$ cat src/rtl/hop_pool_pkg.sv
package hop_pool_pkg;
  function automatic int safe_clog2(input int n);
    return (n > 1) ? $clog2(n) : 1;
  endfunction
endpackage

$ cat src/rtl/slot_freemap.sv
module slot_freemap
  import hop_pool_pkg::*;
#(
  parameter int WIDTH = 4,
  localparam int IDX_W = safe_clog2(WIDTH)
) (
  input  logic             clk,
  input  logic             rst_n,
  input  logic             take_en,
  input  logic [IDX_W-1:0] take_idx,
  input  logic             rel_en,
  input  logic [IDX_W-1:0] rel_idx,
  output logic             any_free,
  output logic [IDX_W-1:0] pick_idx
);
  logic [WIDTH-1:0] free_q, free_d;

  // lowest free slot
  always_comb begin
    any_free = 1'b0;
    pick_idx = '0;
    for (int i = WIDTH - 1; i >= 0; i--) begin
      if (free_q[i]) begin
        any_free = 1'b1;
        pick_idx = IDX_W'(i);
      end
    end
  end

  // release only acts on an occupied slot, so it never overrides a take
  always_comb begin
    free_d = free_q;
    if (take_en) free_d[take_idx] = 1'b0;
    if (rel_en && !free_q[rel_idx]) free_d[rel_idx] = 1'b1;
  end

  always_ff @(posedge clk or negedge rst_n) begin
    if (!rst_n) free_q <= '1;
    else if (take_en || rel_en) free_q <= free_d;
  end

  // a slot is only taken while it is free
  a_r6_take_only_free: assert property (@(posedge clk) disable iff (!rst_n)
    take_en |-> free_q[take_idx]);

  // releasing a free slot leaves the map unchanged
  a_r7_double_free_ignored: assert property (@(posedge clk) disable iff (!rst_n)
    (rel_en && free_q[rel_idx] && !take_en) |=> $stable(free_q));
endmodule

$ cat src/rtl/hop_class_sel.sv
module hop_class_sel
  import hop_pool_pkg::*;
#(
  parameter int NUM_CLASSES = 4,
  parameter int HOP_W = 4,
  localparam int CLS_W = safe_clog2(NUM_CLASSES)
) (
  input  logic [HOP_W-1:0]       hops,
  input  logic [NUM_CLASSES-1:0] cls_avail,
  output logic                   hit,
  output logic [CLS_W-1:0]       cls
);
  logic [NUM_CLASSES-1:0] elig;

  always_comb begin
    for (int c = 0; c < NUM_CLASSES; c++) begin
      elig[c] = cls_avail[c] && ((c + 1) >= int'(hops));
    end
  end

  always_comb begin
    hit = 1'b0;
    cls = '0;
    for (int c = NUM_CLASSES - 1; c >= 0; c--) begin
      if (elig[c]) begin
        hit = 1'b1;
        cls = CLS_W'(c);
      end
    end
  end
endmodule

$ cat src/rtl/hop_pool_alloc.sv
module hop_pool_alloc
  import hop_pool_pkg::*;
#(
  parameter int GEN_SLOTS   = 8,
  parameter int NUM_CLASSES = 4,
  parameter int CLASS_SLOTS = 2,
  parameter int HOP_W       = 4,
  localparam int TOTAL  = GEN_SLOTS + NUM_CLASSES * CLASS_SLOTS,
  localparam int SLOT_W = safe_clog2(TOTAL),
  localparam int GIDX_W = safe_clog2(GEN_SLOTS),
  localparam int SIDX_W = safe_clog2(CLASS_SLOTS),
  localparam int CLS_W  = safe_clog2(NUM_CLASSES)
) (
  input  logic              clk,
  input  logic              rst_n,
  input  logic              alloc_req,
  input  logic [HOP_W-1:0]  hops_left,
  output logic              alloc_grant,
  output logic              alloc_fail,
  output logic [SLOT_W-1:0] alloc_slot_id,
  input  logic              free_req,
  input  logic [SLOT_W-1:0] free_slot_id
);
  // reset synchronizer: assert at once, release on the clock
  logic [1:0] rst_sync_q;
  logic       rst_ok;

  always_ff @(posedge clk or negedge rst_n) begin
    if (!rst_n) rst_sync_q <= 2'b00;
    else        rst_sync_q <= {rst_sync_q[0], 1'b1};
  end
  assign rst_ok = rst_sync_q[1];

  // general partition
  logic              gen_any, gen_take, gen_rel;
  logic [GIDX_W-1:0] gen_pick, gen_rel_idx;

  assign gen_rel     = free_req && (int'(free_slot_id) < GEN_SLOTS);
  assign gen_rel_idx = GIDX_W'(free_slot_id);

  slot_freemap #(.WIDTH(GEN_SLOTS)) u_gen_map (
    .clk     (clk),
    .rst_n   (rst_ok),
    .take_en (gen_take),
    .take_idx(gen_pick),
    .rel_en  (gen_rel),
    .rel_idx (gen_rel_idx),
    .any_free(gen_any),
    .pick_idx(gen_pick)
  );

  // reserved partition, one map per hop class
  logic [NUM_CLASSES-1:0] cls_any, cls_take, cls_rel;
  logic [SIDX_W-1:0]      cls_pick    [NUM_CLASSES];
  logic [SIDX_W-1:0]      cls_rel_idx [NUM_CLASSES];
  logic                   sel_hit;
  logic [CLS_W-1:0]       sel_cls;

  for (genvar c = 0; c < NUM_CLASSES; c++) begin : g_cls
    localparam int BASE = GEN_SLOTS + c * CLASS_SLOTS;

    assign cls_rel[c] = free_req && (int'(free_slot_id) >= BASE)
                        && (int'(free_slot_id) < BASE + CLASS_SLOTS);
    assign cls_rel_idx[c] = SIDX_W'(int'(free_slot_id) - BASE);
    assign cls_take[c] = alloc_req && !gen_any && sel_hit
                         && (int'(sel_cls) == c);

    slot_freemap #(.WIDTH(CLASS_SLOTS)) u_cls_map (
      .clk     (clk),
      .rst_n   (rst_ok),
      .take_en (cls_take[c]),
      .take_idx(cls_pick[c]),
      .rel_en  (cls_rel[c]),
      .rel_idx (cls_rel_idx[c]),
      .any_free(cls_any[c]),
      .pick_idx(cls_pick[c])
    );
  end

  hop_class_sel #(.NUM_CLASSES(NUM_CLASSES), .HOP_W(HOP_W)) u_sel (
    .hops     (hops_left),
    .cls_avail(cls_any),
    .hit      (sel_hit),
    .cls      (sel_cls)
  );

  assign gen_take = alloc_req && gen_any;

  // next-state of the response registers
  logic              grant_d, fail_d;
  logic [SLOT_W-1:0] slot_d;

  always_comb begin
    grant_d = 1'b0;
    fail_d  = 1'b0;
    slot_d  = alloc_slot_id;
    if (alloc_req) begin
      if (gen_any) begin
        grant_d = 1'b1;
        slot_d  = SLOT_W'(int'(gen_pick));
      end else if (sel_hit) begin
        grant_d = 1'b1;
        slot_d  = SLOT_W'(GEN_SLOTS + int'(sel_cls) * CLASS_SLOTS
                          + int'(cls_pick[sel_cls]));
      end else begin
        fail_d = 1'b1;
      end
    end
  end

  always_ff @(posedge clk or negedge rst_ok) begin
    if (!rst_ok) begin
      alloc_grant   <= 1'b0;
      alloc_fail    <= 1'b0;
      alloc_slot_id <= '0;
    end else begin
      alloc_grant <= grant_d;
      alloc_fail  <= fail_d;
      if (grant_d) alloc_slot_id <= slot_d;
    end
  end

  // never both outcomes at once
  a_r2_one_outcome: assert property (@(posedge clk) disable iff (!rst_ok)
    !(alloc_grant && alloc_fail));

  // an outcome pulse always follows a request
  a_r2_pulse_needs_req: assert property (@(posedge clk) disable iff (!rst_ok)
    (alloc_grant || alloc_fail) |-> $past(alloc_req));

  // a reserved slot is only granted when the general pool was empty
  a_r4_general_first: assert property (@(posedge clk) disable iff (!rst_ok)
    (alloc_grant && (int'(alloc_slot_id) >= GEN_SLOTS)) |-> $past(!gen_any));

  // a refusal implies the general pool was empty
  a_r5_fail_only_when_full: assert property (@(posedge clk) disable iff (!rst_ok)
    alloc_fail |-> $past(!gen_any));

  // all free right after reset
  a_r1_reset_free: assert property (@(posedge clk) disable iff (!rst_ok)
    $rose(rst_ok) |-> (gen_any && (&cls_any)));
endmodule

$ cat config.mk
export PLATFORM = sky130hd
export DESIGN_NAME = hop_pool_alloc
export DESIGN_NICKNAME = d
export VERILOG_FILES = /design/src/rtl/hop_pool_pkg.sv /design/src/rtl/slot_freemap.sv /design/src/rtl/hop_class_sel.sv /design/src/rtl/hop_pool_alloc.sv
export SDC_FILE = /design/constraint.sdc
export NUM_CORES = 1
export LEC_CHECK = 0
export ABC_CLOCK_PERIOD_IN_PS = 970
export BUFFER_PORTS_ARGS = -buffer_cell sky130_fd_sc_hd__buf_2
export CELL_PAD_IN_SITES_DETAIL_PLACEMENT = 0
export CELL_PAD_IN_SITES_GLOBAL_PLACEMENT = 1
export CORE_MARGIN = 4
export CORE_UTILIZATION = 45
export CTS_BUF_LIST = sky130_fd_sc_hd__clkbuf_4
export DETAILED_ROUTE_END_ITERATION = 10
export PLACE_DENSITY_LB_ADDON = 0.08
export SLEW_MARGIN = 15
export SYNTH_ARGS = -nofsm -noshare
export SYNTH_HDL_FRONTEND = slang
export SYNTH_SLANG_ARGS = --single-unit
$ cat constraint.sdc
create_clock -name clk -period 0.97 [get_ports clk]
set_input_delay 0.2425 -clock clk [delete_from_list [all_inputs] [get_ports clk]]
set_output_delay 0.2425 -clock clk [all_outputs]
set_load 0.1 [all_outputs]
==> results of run 1 <==
layout make-up:
| type | count | area (um^2) | area share [%] |
|---|---|---|---|
| clock buffers | 3 | 22.5 | 1.13 |
| clock inverters | 1 | 30.0 | 1.50 |
| inverters | 5 | 18.8 | 0.939 |
| multi-input cells | 109 | 756 | 37.8 |
| flip-flops and latches | 24 | 628 | 31.4 |
| well taps | 31 | 38.8 | 1.94 |
| repair buffers | 57 | 505 | 25.3 |
worst register-to-register path, stage by stage (launching register included):
cell and delay [ns]:
sky130_fd_sc_hd__dfstp_2 0.40, sky130_fd_sc_hd__or4_4 0.59, sky130_fd_sc_hd__nor4_4 0.18, sky130_fd_sc_hd__o211ai_2 0.14, sky130_fd_sc_hd__or2_1 0.26, sky130_fd_sc_hd__a22o_1 0.22
worst paths after layout:
path | start | to | slack (ns) | depth (start not counted)
setup / recovery | u_gen_map.free_q[6] | g_cls[3].u_cls_map.free_q[0] | -0.88 | 5
hold / removal | free_slot_id[0] | u_gen_map.free_q[2] | 0.20 | 3
setup reg to reg | u_gen_map.free_q[6] | g_cls[3].u_cls_map.free_q[0] | -0.88 | 5
hold reg to reg | rst_sync_q[1] | alloc_slot_id[2] | 0.22 | 1
max in group asynchronous | rst_sync_q[1] | g_cls[1].u_cls_map.free_q[1] | 0.47 | 1
min in group asynchronous | rst_sync_q[1] | alloc_slot_id[2] | 0.22 | 1
where the power goes:
group	switching (mW)	total [mW]	leakage, nW	internal, mW
sequential	0.301	1.90	0.259	1.60
clock	0.326	0.745	0.0279	0.418
combinational	1.94	3.67	0.529	1.74
logic make-up (layout without fill, tap and decap cells):
| kind of cell | Yosys count | after routing | share of synthesized area [%] |
|---|---|---|---|
| AOI/OAI and AO/OA | 46 | 46 | 24.4 |
| other | 1 | 1 | 0.286 |
| buffers and inverters | 7 | 66 | 2.19 |
| DFF | 24 | 24 | 47.3 |
| muxes | 1 | 1 | 0.763 |
| and+or+nand+nor | 61 | 61 | 25.0 |
registers in the layout (all words and copies together), names as in the netlist:
signal	flops
g_cls.u_cls_map.free_q	8
u_gen_map.free_q	8
alloc_slot_id	4
rst_sync_q	2
alloc_fail	1
alloc_grant	1
routing by layer:
metal	global-route usage, %	part of all wire [%]	up-vias
li1	-	-	628
met1	22.3	43	606
met2	33.3	52	21
met3	1.86	2.8	4
met4	9.09	1.6	0
met5	0	0	-
stage by stage:
stage,TNS [ns],power [mW],utilization [%]
detailed placement,-12.55,5.14,65.3
finish,-13.76,6.32,71.9
floorplan,-10.16,3.75,-
CTS,-13.89,5.99,68.9
global route,-14.71,6.68,71.9
global placement,-12.14,5.06,65.3
repair_timing:
item                       in CTS  in global routing
setup endpoints to repair      26                 28
setup buffers                   2                  4
resized for setup               9                 16
pin swaps                       7                  7
hold endpoints to repair        2                  0
hold buffers                    1                  0
cell usage after synthesis (2+ instances only):
master	n
sky130_fd_sc_hd__nor2_1	18
sky130_fd_sc_hd__dfstp_2	16
sky130_fd_sc_hd__nand2_1	16
sky130_fd_sc_hd__a21oi_1	12
sky130_fd_sc_hd__o21ai_0	11
sky130_fd_sc_hd__dfrtp_1	8
sky130_fd_sc_hd__inv_1	5
sky130_fd_sc_hd__o31ai_1	5
sky130_fd_sc_hd__nor2b_1	4
sky130_fd_sc_hd__a31oi_1	3
sky130_fd_sc_hd__nand2b_1	3
sky130_fd_sc_hd__nor3_1	3
sky130_fd_sc_hd__o22a_1	3
sky130_fd_sc_hd__buf_2	2
sky130_fd_sc_hd__nand3_1	2
sky130_fd_sc_hd__o2bb2ai_1	2
sky130_fd_sc_hd__or3_1	2
sky130_fd_sc_hd__or3b_2	2
sky130_fd_sc_hd__or4_4	2
==> results.yml, run 1 <==
status:
  status: "finished with violations"
  failing_checks: "setup timing"
worst_hold_path:
  hold_path.class: "in2reg"
clock_tree:
  cts_max_path_buffers: 2
  clk_pin_slew_ns: 0.14
  clock_insertion_delay_worst_skew_ns: 0.33
  cts.root.buffer_cell: "sky130_fd_sc_hd__clkbuf_4"
  clock_tree.htree_level_count: 1
  clock_tree_from_tritoncts: "yes"
  clk_sink_count: 24
  cts_buffers: 3
setup_path:
  cp.buffers_inverters: 0
  critical_path.cell_chain: "or4_4, nor4_4, o211ai_2, or2_1, a22o_1"
  cp_endpoint_kind: "flip-flop"
  crit_path_start_kind: "flip-flop"
  crit_path_leading_delay_family: "simple AND/OR/NAND/NOR gates"
  worst-path-max-fanout: 4
  worst_path_largest_cell_delay_ns: 0.59
  crit_type: "reg2reg"
  critical_path.slowest_cell: "sky130_fd_sc_hd__or4_4"
  arrival_time_worst_endpoint_ns: 2.12
  critPathRequiredTime_ns: 1.24
grt:
  global_route_wire_length_before_repair_mm: 5.20
  antenna_found_initial: 0
  first_global_vias: 1245
  gr-usage-all-layers_pct: 18.7
  grt_start_max_net_pins: 23
  globalRouteOverflowTotal: 0
sta:
  finalHoldWorstSlack_ns: 0.198
  max_clock_freq_mhz: 541
  clock-skew-final_ns: 0.00650
  layout_setup_ws_ns: -0.878
  grt_setup_unrepaired: "true"
  finalMaxSlewViolations: 0
  report.final.setup_viol: 26
  min_period_ns: 1.85
  period_share_pct: 191
  finalHoldViolCount: 0
drt:
  routed_wl_mm: 3.27
  drc: 0
  ant_nets: 0
  detailedRoute.firstIterationViolations: 26
  wl_per_cell_um: 14.2
  via_per_inst: 5.47
  drt-pass1-iter-count: 4
  num_vias: 1259
yosys:
  synth_area_per_cell_um2: 9.37
  synth_warnings: 0
  synth_cell_type_count: 40
  syn-instance-count: 140
  yosysSeqAreaShare_pct: 47.3
  fraction_of_registers_with_async_set_reset_pct: 100
  synth_seq_cells: 24
  synth_largest_area_cell: "sky130_fd_sc_hd__dfstp_2"
  mappedNetlistArea_um2: 1310
  synth_nets: 152
  postSynth.topFlopCell: "sky130_fd_sc_hd__dfstp_2"
  synth_enable_flop_cells: 0
  netlist_top_cells_area: "sky130_fd_sc_hd__dfstp_2, sky130_fd_sc_hd__dfrtp_1, sky130_fd_sc_hd__nor2_1"
  synthDominantCellAreaShare_pct: 32.1
cells_and_area:
  synthToLayoutAreaGrowth_pct: 52.5
  stdcell_count: 230
  most_frequent_standard_cell_in_the_layout_excluding_fill_and_tap_cells: "sky130_fd_sc_hd__buf_4"
  insertedDiodeCount: 0
  most-common-layout-cells: "sky130_fd_sc_hd__buf_4, sky130_fd_sc_hd__dfstp_2, sky130_fd_sc_hd__nor2_1, sky130_fd_sc_hd__nand2_1, sky130_fd_sc_hd__buf_2"
  drive_gt1_share_pct: 56.3
  design.final.nets: 212
  postLayoutCellArea_um2: 2000
  nFillCells: 220
floorplanning:
  die_y_um: 62.0
  chipWidth_um: 62.0
  io-pin-count: 18
  design.die.area_um2: 3840
  start_util_pct: 47.1
  fp.coreArea_um2: 2780
  placementRows: 19
flow_run:
  timing.max_cap.violations: 0
power:
  peakVddDrop_uv: 2940
  leakage_nw: 0.816
  power_density_nw_per_um2: 3160
placed_design:
  gp_congestion: 0.806
  dp.cells: 220
  place_area_um2: 1820
  dp_hpwl_mm: 2.49
  place.port_buffers: 17
  place_worst_setup_slack_ns: -0.841
Note: power is estimated with default switching activity, not from simulation.
==> inputs of run 2 (changes only) <==
--- a/config.mk
+++ b/config.mk
@@ -5,12 +5,13 @@
 export SDC_FILE = /design/constraint.sdc
 export NUM_CORES = 1
 export LEC_CHECK = 0
-export ABC_CLOCK_PERIOD_IN_PS = 970
+export ABC_CLOCK_PERIOD_IN_PS = 2300
 export BUFFER_PORTS_ARGS = -buffer_cell sky130_fd_sc_hd__buf_2
+export CAP_MARGIN = 20
 export CELL_PAD_IN_SITES_DETAIL_PLACEMENT = 0
 export CELL_PAD_IN_SITES_GLOBAL_PLACEMENT = 1
 export CORE_MARGIN = 4
-export CORE_UTILIZATION = 45
+export CORE_UTILIZATION = 48
 export CTS_BUF_LIST = sky130_fd_sc_hd__clkbuf_4
 export DETAILED_ROUTE_END_ITERATION = 10
 export PLACE_DENSITY_LB_ADDON = 0.08
==> constraint.sdc (replaced) <==
create_clock -name clk -period 2.3 [get_ports clk]
set_input_delay 0.575 -clock clk [delete_from_list [all_inputs] [get_ports clk]]
set_output_delay 0.575 -clock clk [all_outputs]
set_load 0.1 [all_outputs]
==> results.yml, run 2 (same netlist as run 1, synthesis figures left out) <==
clock_tree:
  clock_tree.htree_level_count: 1
  clock_insertion_delay_worst_skew_ns: 0.32
  cts.root.buffer_cell: "sky130_fd_sc_hd__clkbuf_4"
  clock_tree_from_tritoncts: "yes"
  clk_sink_count: 24
  clk_pin_slew_ns: 0.13
  cts_buffers: 3
  cts.hold.buffers_added: 0
  cts_resized: 0
  post-cts-setup-buffer-count: 0
  cts_max_path_buffers: 2
sta:
  finalHoldViolCount: 0
  finalMaxSlewViolations: 0
  min_period_ns: 2.09
  max_slew.worst_pin.slew_ns: 0.875
  timing.max_slew.rel_slack_pct: 41.7
  report.final.setup_viol: 0
  tns_ns: 0
  clock-skew-final_ns: 0.00383
  grt_setup_unrepaired: "false"
  max_clock_freq_mhz: 479
  period_share_pct: 90.7
cells_and_area:
  drive_gt1_share_pct: 31.3
  design.final.nets: 176
  most-common-layout-cells: "sky130_fd_sc_hd__nor2_1, sky130_fd_sc_hd__buf_2, sky130_fd_sc_hd__nand2_1, sky130_fd_sc_hd__dfstp_2, sky130_fd_sc_hd__a21oi_1"
  reg_top3: "g_cls.u_cls_map.free_q (8), u_gen_map.free_q (8), alloc_slot_id (4)"
  insertedDiodeCount: 0
  synthToLayoutAreaGrowth_pct: 13.2
  postLayoutCellArea_um2: 1480
  most_frequent_standard_cell_in_the_layout_excluding_fill_and_tap_cells: "sky130_fd_sc_hd__nor2_1"
  nFillCells: 245
placed_design:
  dp_hpwl_mm: 2.20
  place.port_buffers: 17
  gp_congestion: 0.825
  place_area_um2: 1450
setup_path:
  timing.rr.end: "alloc_slot_id[1]"
  rr_worst_depth: 4
  cp-endpoint: "alloc_slot_id[1]"
  cp_endpoint_kind: "flip-flop"
  r2r-start: "u_gen_map.free_q[6]"
  arrival_time_worst_endpoint_ns: 2.28
  crit_path_start_kind: "flip-flop"
  crit_type: "reg2reg"
  critPathRequiredTime_ns: 2.50
  rrSetupSlack_ns: 0.21
  setup.worst_path.start: "u_gen_map.free_q[6]"
  worst-path-max-fanout: 7
drt:
  via_per_inst: 5.76
  detailedRoute.firstIterationViolations: 41
  wl_per_cell_um: 14.9
  drc: 0
  routed_wl_mm: 2.87
  num_vias: 1112
  drt-pass1-iter-count: 4
  ant_nets: 0
flow_run:
  timing.max_cap.violations: 0
floorplanning:
  placementRows: 18
  fp.coreArea_um2: 2540
  chipWidth_um: 60.3
  start_util_pct: 51.5
  design.die.area_um2: 3630
  io-pin-count: 18
  die_y_um: 60.3
power:
  peakVddDrop_uv: 906
  leakage_nw: 0.592
  internal-power_mw: 1.06
  power.share.switching_pct: 45.9
  p_seq_share_pct: 44.1
  comb_power_share_pct: 45.5
  power_density_nw_per_um2: 1320
  share_clk_of_total_power_pct: 10.4
  net-switching-power_uw: 901
grt:
  first_global_vias: 1040
  antenna_found_initial: 0
  global_route_wire_length_before_repair_mm: 4.83
  globalRouteOverflowTotal: 0
  grt_start_max_net_pins: 23
  gr-usage-all-layers_pct: 18.0
status:
  status: "completed"
worst_hold_path:
  hold_path.class: "in2async"
run 2: power groups by stage:
stage	combinational, mW	sequential [mW]	clock, mW
3_3_place_gp	0.889	0.860	0
2_1_floorplan	0.467	1.08	0
5_1_grt	0.984	0.896	0.221
4_1_cts	0.902	0.862	0.207
6_report	0.893	0.865	0.204
3_5_place_dp	0.896	0.865	0
run 2: critical path: stages, from the launching register on:
cell and delay (ns):
sky130_fd_sc_hd__dfstp_2 0.41, sky130_fd_sc_hd__or4_4 0.58, sky130_fd_sc_hd__or2_4 0.29, sky130_fd_sc_hd__o41ai_4 0.52
sky130_fd_sc_hd__o21ai_0 0.16
run 2: area by class of cell:
cell class,instances,area (um^2),share of cell area (%)
repair buffers,21,115,7.76
flip-flops and latches,24,621,41.8
well taps,30,37.5,2.53
inverters,5,18.8,1.26
clock buffers,4,30.0,2.02
multi-input cells,109,662,44.6
run 2: per-stage QoR:
step	setup slack, ns	total power [mW]	instances	hold WS (ns)	util [%]
finish	0.214	1.96	193	0.00838	58.3
global route	0.122	2.10	193	0.00528	58.3
CTS	0.187	1.97	193	0.00839	58.3
detailed placement	0.147	1.76	189	0.352	57.1
global placement	0.181	1.75	189	0.340	57.1
floorplan	0.148	1.55	140	0.268	-
run 2: worst min-delay path by stage:
stage / depth (start not counted) / slack [ns] / end
6_report: 1 / 0.008 / rst_sync_q[0]
5_1_grt: 1 / 0.005 / rst_sync_q[1]
4_1_cts: 1 / 0.008 / rst_sync_q[1]
3_5_place_dp: 0 / 0.35 / rst_sync_q[1]
3_3_place_gp: 0 / 0.34 / rst_sync_q[1]
2_1_floorplan: 0 / 0.27 / alloc_fail
run 2: layer usage:
layer  routed length, um  track usage [%]  vias to the layer above
li1                    -                -                      559
met1                1280             24.1                      512
met2                1350             29.9                       37
met3                 207             2.59                        4
met4                  29             5.06                        0
met5                   0                0                        -
==> inputs of run 3 (changes only) <==
--- a/config.mk
+++ b/config.mk
@@ -5,13 +5,13 @@
 export SDC_FILE = /design/constraint.sdc
 export NUM_CORES = 1
 export LEC_CHECK = 0
-export ABC_CLOCK_PERIOD_IN_PS = 2300
+export ABC_CLOCK_PERIOD_IN_PS = 1850
 export BUFFER_PORTS_ARGS = -buffer_cell sky130_fd_sc_hd__buf_2
 export CAP_MARGIN = 20
 export CELL_PAD_IN_SITES_DETAIL_PLACEMENT = 0
 export CELL_PAD_IN_SITES_GLOBAL_PLACEMENT = 1
 export CORE_MARGIN = 4
-export CORE_UTILIZATION = 48
+export CORE_UTILIZATION = 41
 export CTS_BUF_LIST = sky130_fd_sc_hd__clkbuf_4
 export DETAILED_ROUTE_END_ITERATION = 10
 export PLACE_DENSITY_LB_ADDON = 0.08
==> constraint.sdc (replaced) <==
create_clock -name clk -period 1.85 [get_ports clk]
set_input_delay 0.4625 -clock clk [delete_from_list [all_inputs] [get_ports clk]]
set_output_delay 0.4625 -clock clk [all_outputs]
set_load 0.1 [all_outputs]
==> results.yml, run 3 (same netlist as run 1, synthesis figures left out) <==
grt:
  first_global_vias: 1184
  globalRouteOverflowTotal: 0
  grt_start_max_net_pins: 18
  antenna_found_initial: 0
  global_route_wire_length_before_repair_mm: 5.46
  gr-usage-all-layers_pct: 16.7
setup_path:
  critPathRequiredTime_ns: 2.08
  cp_endpoint_kind: "flip-flop"
  arrival_time_worst_endpoint_ns: 2.07
  crit_type: "reg2reg"
  crit_path_start_kind: "flip-flop"
  worst-path-max-fanout: 7
cells_and_area:
  design.final.nets: 197
  nFillCells: 292
  synthToLayoutAreaGrowth_pct: 31.9
  drive_gt1_share_pct: 42.9
  insertedDiodeCount: 0
  reg_top3: "g_cls.u_cls_map.free_q (8), u_gen_map.free_q (8), alloc_slot_id (4)"
  most_frequent_standard_cell_in_the_layout_excluding_fill_and_tap_cells: "sky130_fd_sc_hd__buf_4"
  multiInputGateArea_um2: 726
  most-common-layout-cells: "sky130_fd_sc_hd__buf_4, sky130_fd_sc_hd__nor2_1, sky130_fd_sc_hd__buf_2"
  seqCellArea_um2: 621
drt:
  drt-pass1-iter-count: 4
  num_vias: 1163
  wl_per_cell_um: 13.5
  ant_nets: 0
  via_per_inst: 5.10
  routed_wl_mm: 3.08
  drc: 0
  detailedRoute.firstIterationViolations: 55
clock_tree:
  clock_tree.htree_level_count: 1
  cts_buffers: 3
  clk_sink_count: 24
  cts_max_path_buffers: 2
  cts.root.buffer_cell: "sky130_fd_sc_hd__clkbuf_4"
  clock_tree_from_tritoncts: "yes"
  clock_insertion_delay_worst_skew_ns: 0.31
  clk_pin_slew_ns: 0.13
floorplanning:
  start_util_pct: 43.0
  chipWidth_um: 64.6
  die_y_um: 64.6
  design.die.area_um2: 4170
  fp.coreArea_um2: 3050
  io-pin-count: 18
  placementRows: 20
sta:
  min_period_ns: 1.84
  timing.max_slew.rel_slack_pct: 54.7
  max_slew.worst_pin.slew_ns: 0.680
  finalHoldViolCount: 0
  tns_ns: 0
  grt_setup_unrepaired: "true"
  period_share_pct: 99.5
  max_clock_freq_mhz: 543
  clock-skew-final_ns: 0.00119
  report.final.setup_viol: 0
  finalMaxSlewViolations: 0
placed_design:
  gp_congestion: 0.858
  place.port_buffers: 17
  dp_hpwl_mm: 2.42
worst_hold_path:
  hold_path.class: "reg2async"
power:
  finalPower_mw: 2.73
  peakVddDrop_uv: 639
  power_density_nw_per_um2: 1580
  leakage_nw: 0.704
status:
  status: "completed"
flow_run:
  timing.max_cap.violations: 0
==> run 3: layout make-up <==
type,count,share of cell area [%]
Clock buffer,4,1.74
Inverter,5,1.09
Sequential cell,24,35.9
Tap cell,44,3.18
Timing Repair Buffer,42,16.1
Multi-Input combinational cell,109,42.0
==> run 3: worst paths after layout <==
check                           cells past startpoint  slack [ns]                 from                   to
min in group clk                                    0        0.37        rst_sync_q[0]        rst_sync_q[1]
worst min register to register                      0        0.29        rst_sync_q[1]     alloc_slot_id[1]
worst max-delay path                                6       0.009  u_gen_map.free_q[6]     alloc_slot_id[0]
worst max register to register                      6       0.009  u_gen_map.free_q[6]     alloc_slot_id[0]
worst min-delay path                                0        0.29        rst_sync_q[1]     alloc_slot_id[1]
max in group asynchronous                           1        0.93        rst_sync_q[1]  u_gen_map.free_q[7]
==> run 3: through the flow <==
stage | hold slack (ns) | std cells | utilization [%] | area [um^2] | setup WS (ns)
floorplan | 0.167 | 140 | - | 1320 | -0.0129
global placement | 0.246 | 219 | 52.4 | 1600 | -0.194
detailed placement | 0.249 | 219 | 52.4 | 1600 | -0.195
CTS | 0.325 | 227 | 55.3 | 1690 | -0.0502
global route | 0.342 | 228 | 56.6 | 1730 | -0.0876
finish | 0.293 | 228 | 56.6 | 1730 | 0.00929
==> run 3: what timing repair did <==
item / 4_1_cts / 5_1_grt
pin swaps: 9 / 7
hold buffers: 1 / 0
endpoints found under the hold margin: 2 / 0
gates resized for setup: 8 / 7
endpoints found under the setup margin: 6 / 9
setup buffers: 3 / 1
==> run 3: power breakdown <==
part / leakage [nW] / switching (mW) / internal [mW]
combinational: 0.419 / 0.857 / 0.568
clock: 0.0184 / 0.158 / 0.0989
sequential: 0.266 / 0.213 / 0.834
total: 0.704 / 1.23 / 1.50
==> run 3: critical path, cell delays in order, from the launching register on <==
cell                      delay, ns
sky130_fd_sc_hd__dfstp_2       0.40
sky130_fd_sc_hd__or4_4         0.57
sky130_fd_sc_hd__or2_4         0.29
sky130_fd_sc_hd__o41ai_4       0.20
sky130_fd_sc_hd__buf_4         0.19
sky130_fd_sc_hd__nand2_1       0.05
sky130_fd_sc_hd__o31ai_1       0.06
==> run 3: routing by layer <==
metal / track usage [%] / wire length (um)
met5: 0 / 0
met4: 4.75 / 27
met3: 2.60 / 76
met2: 28.4 / 1510
met1: 22.1 / 1470
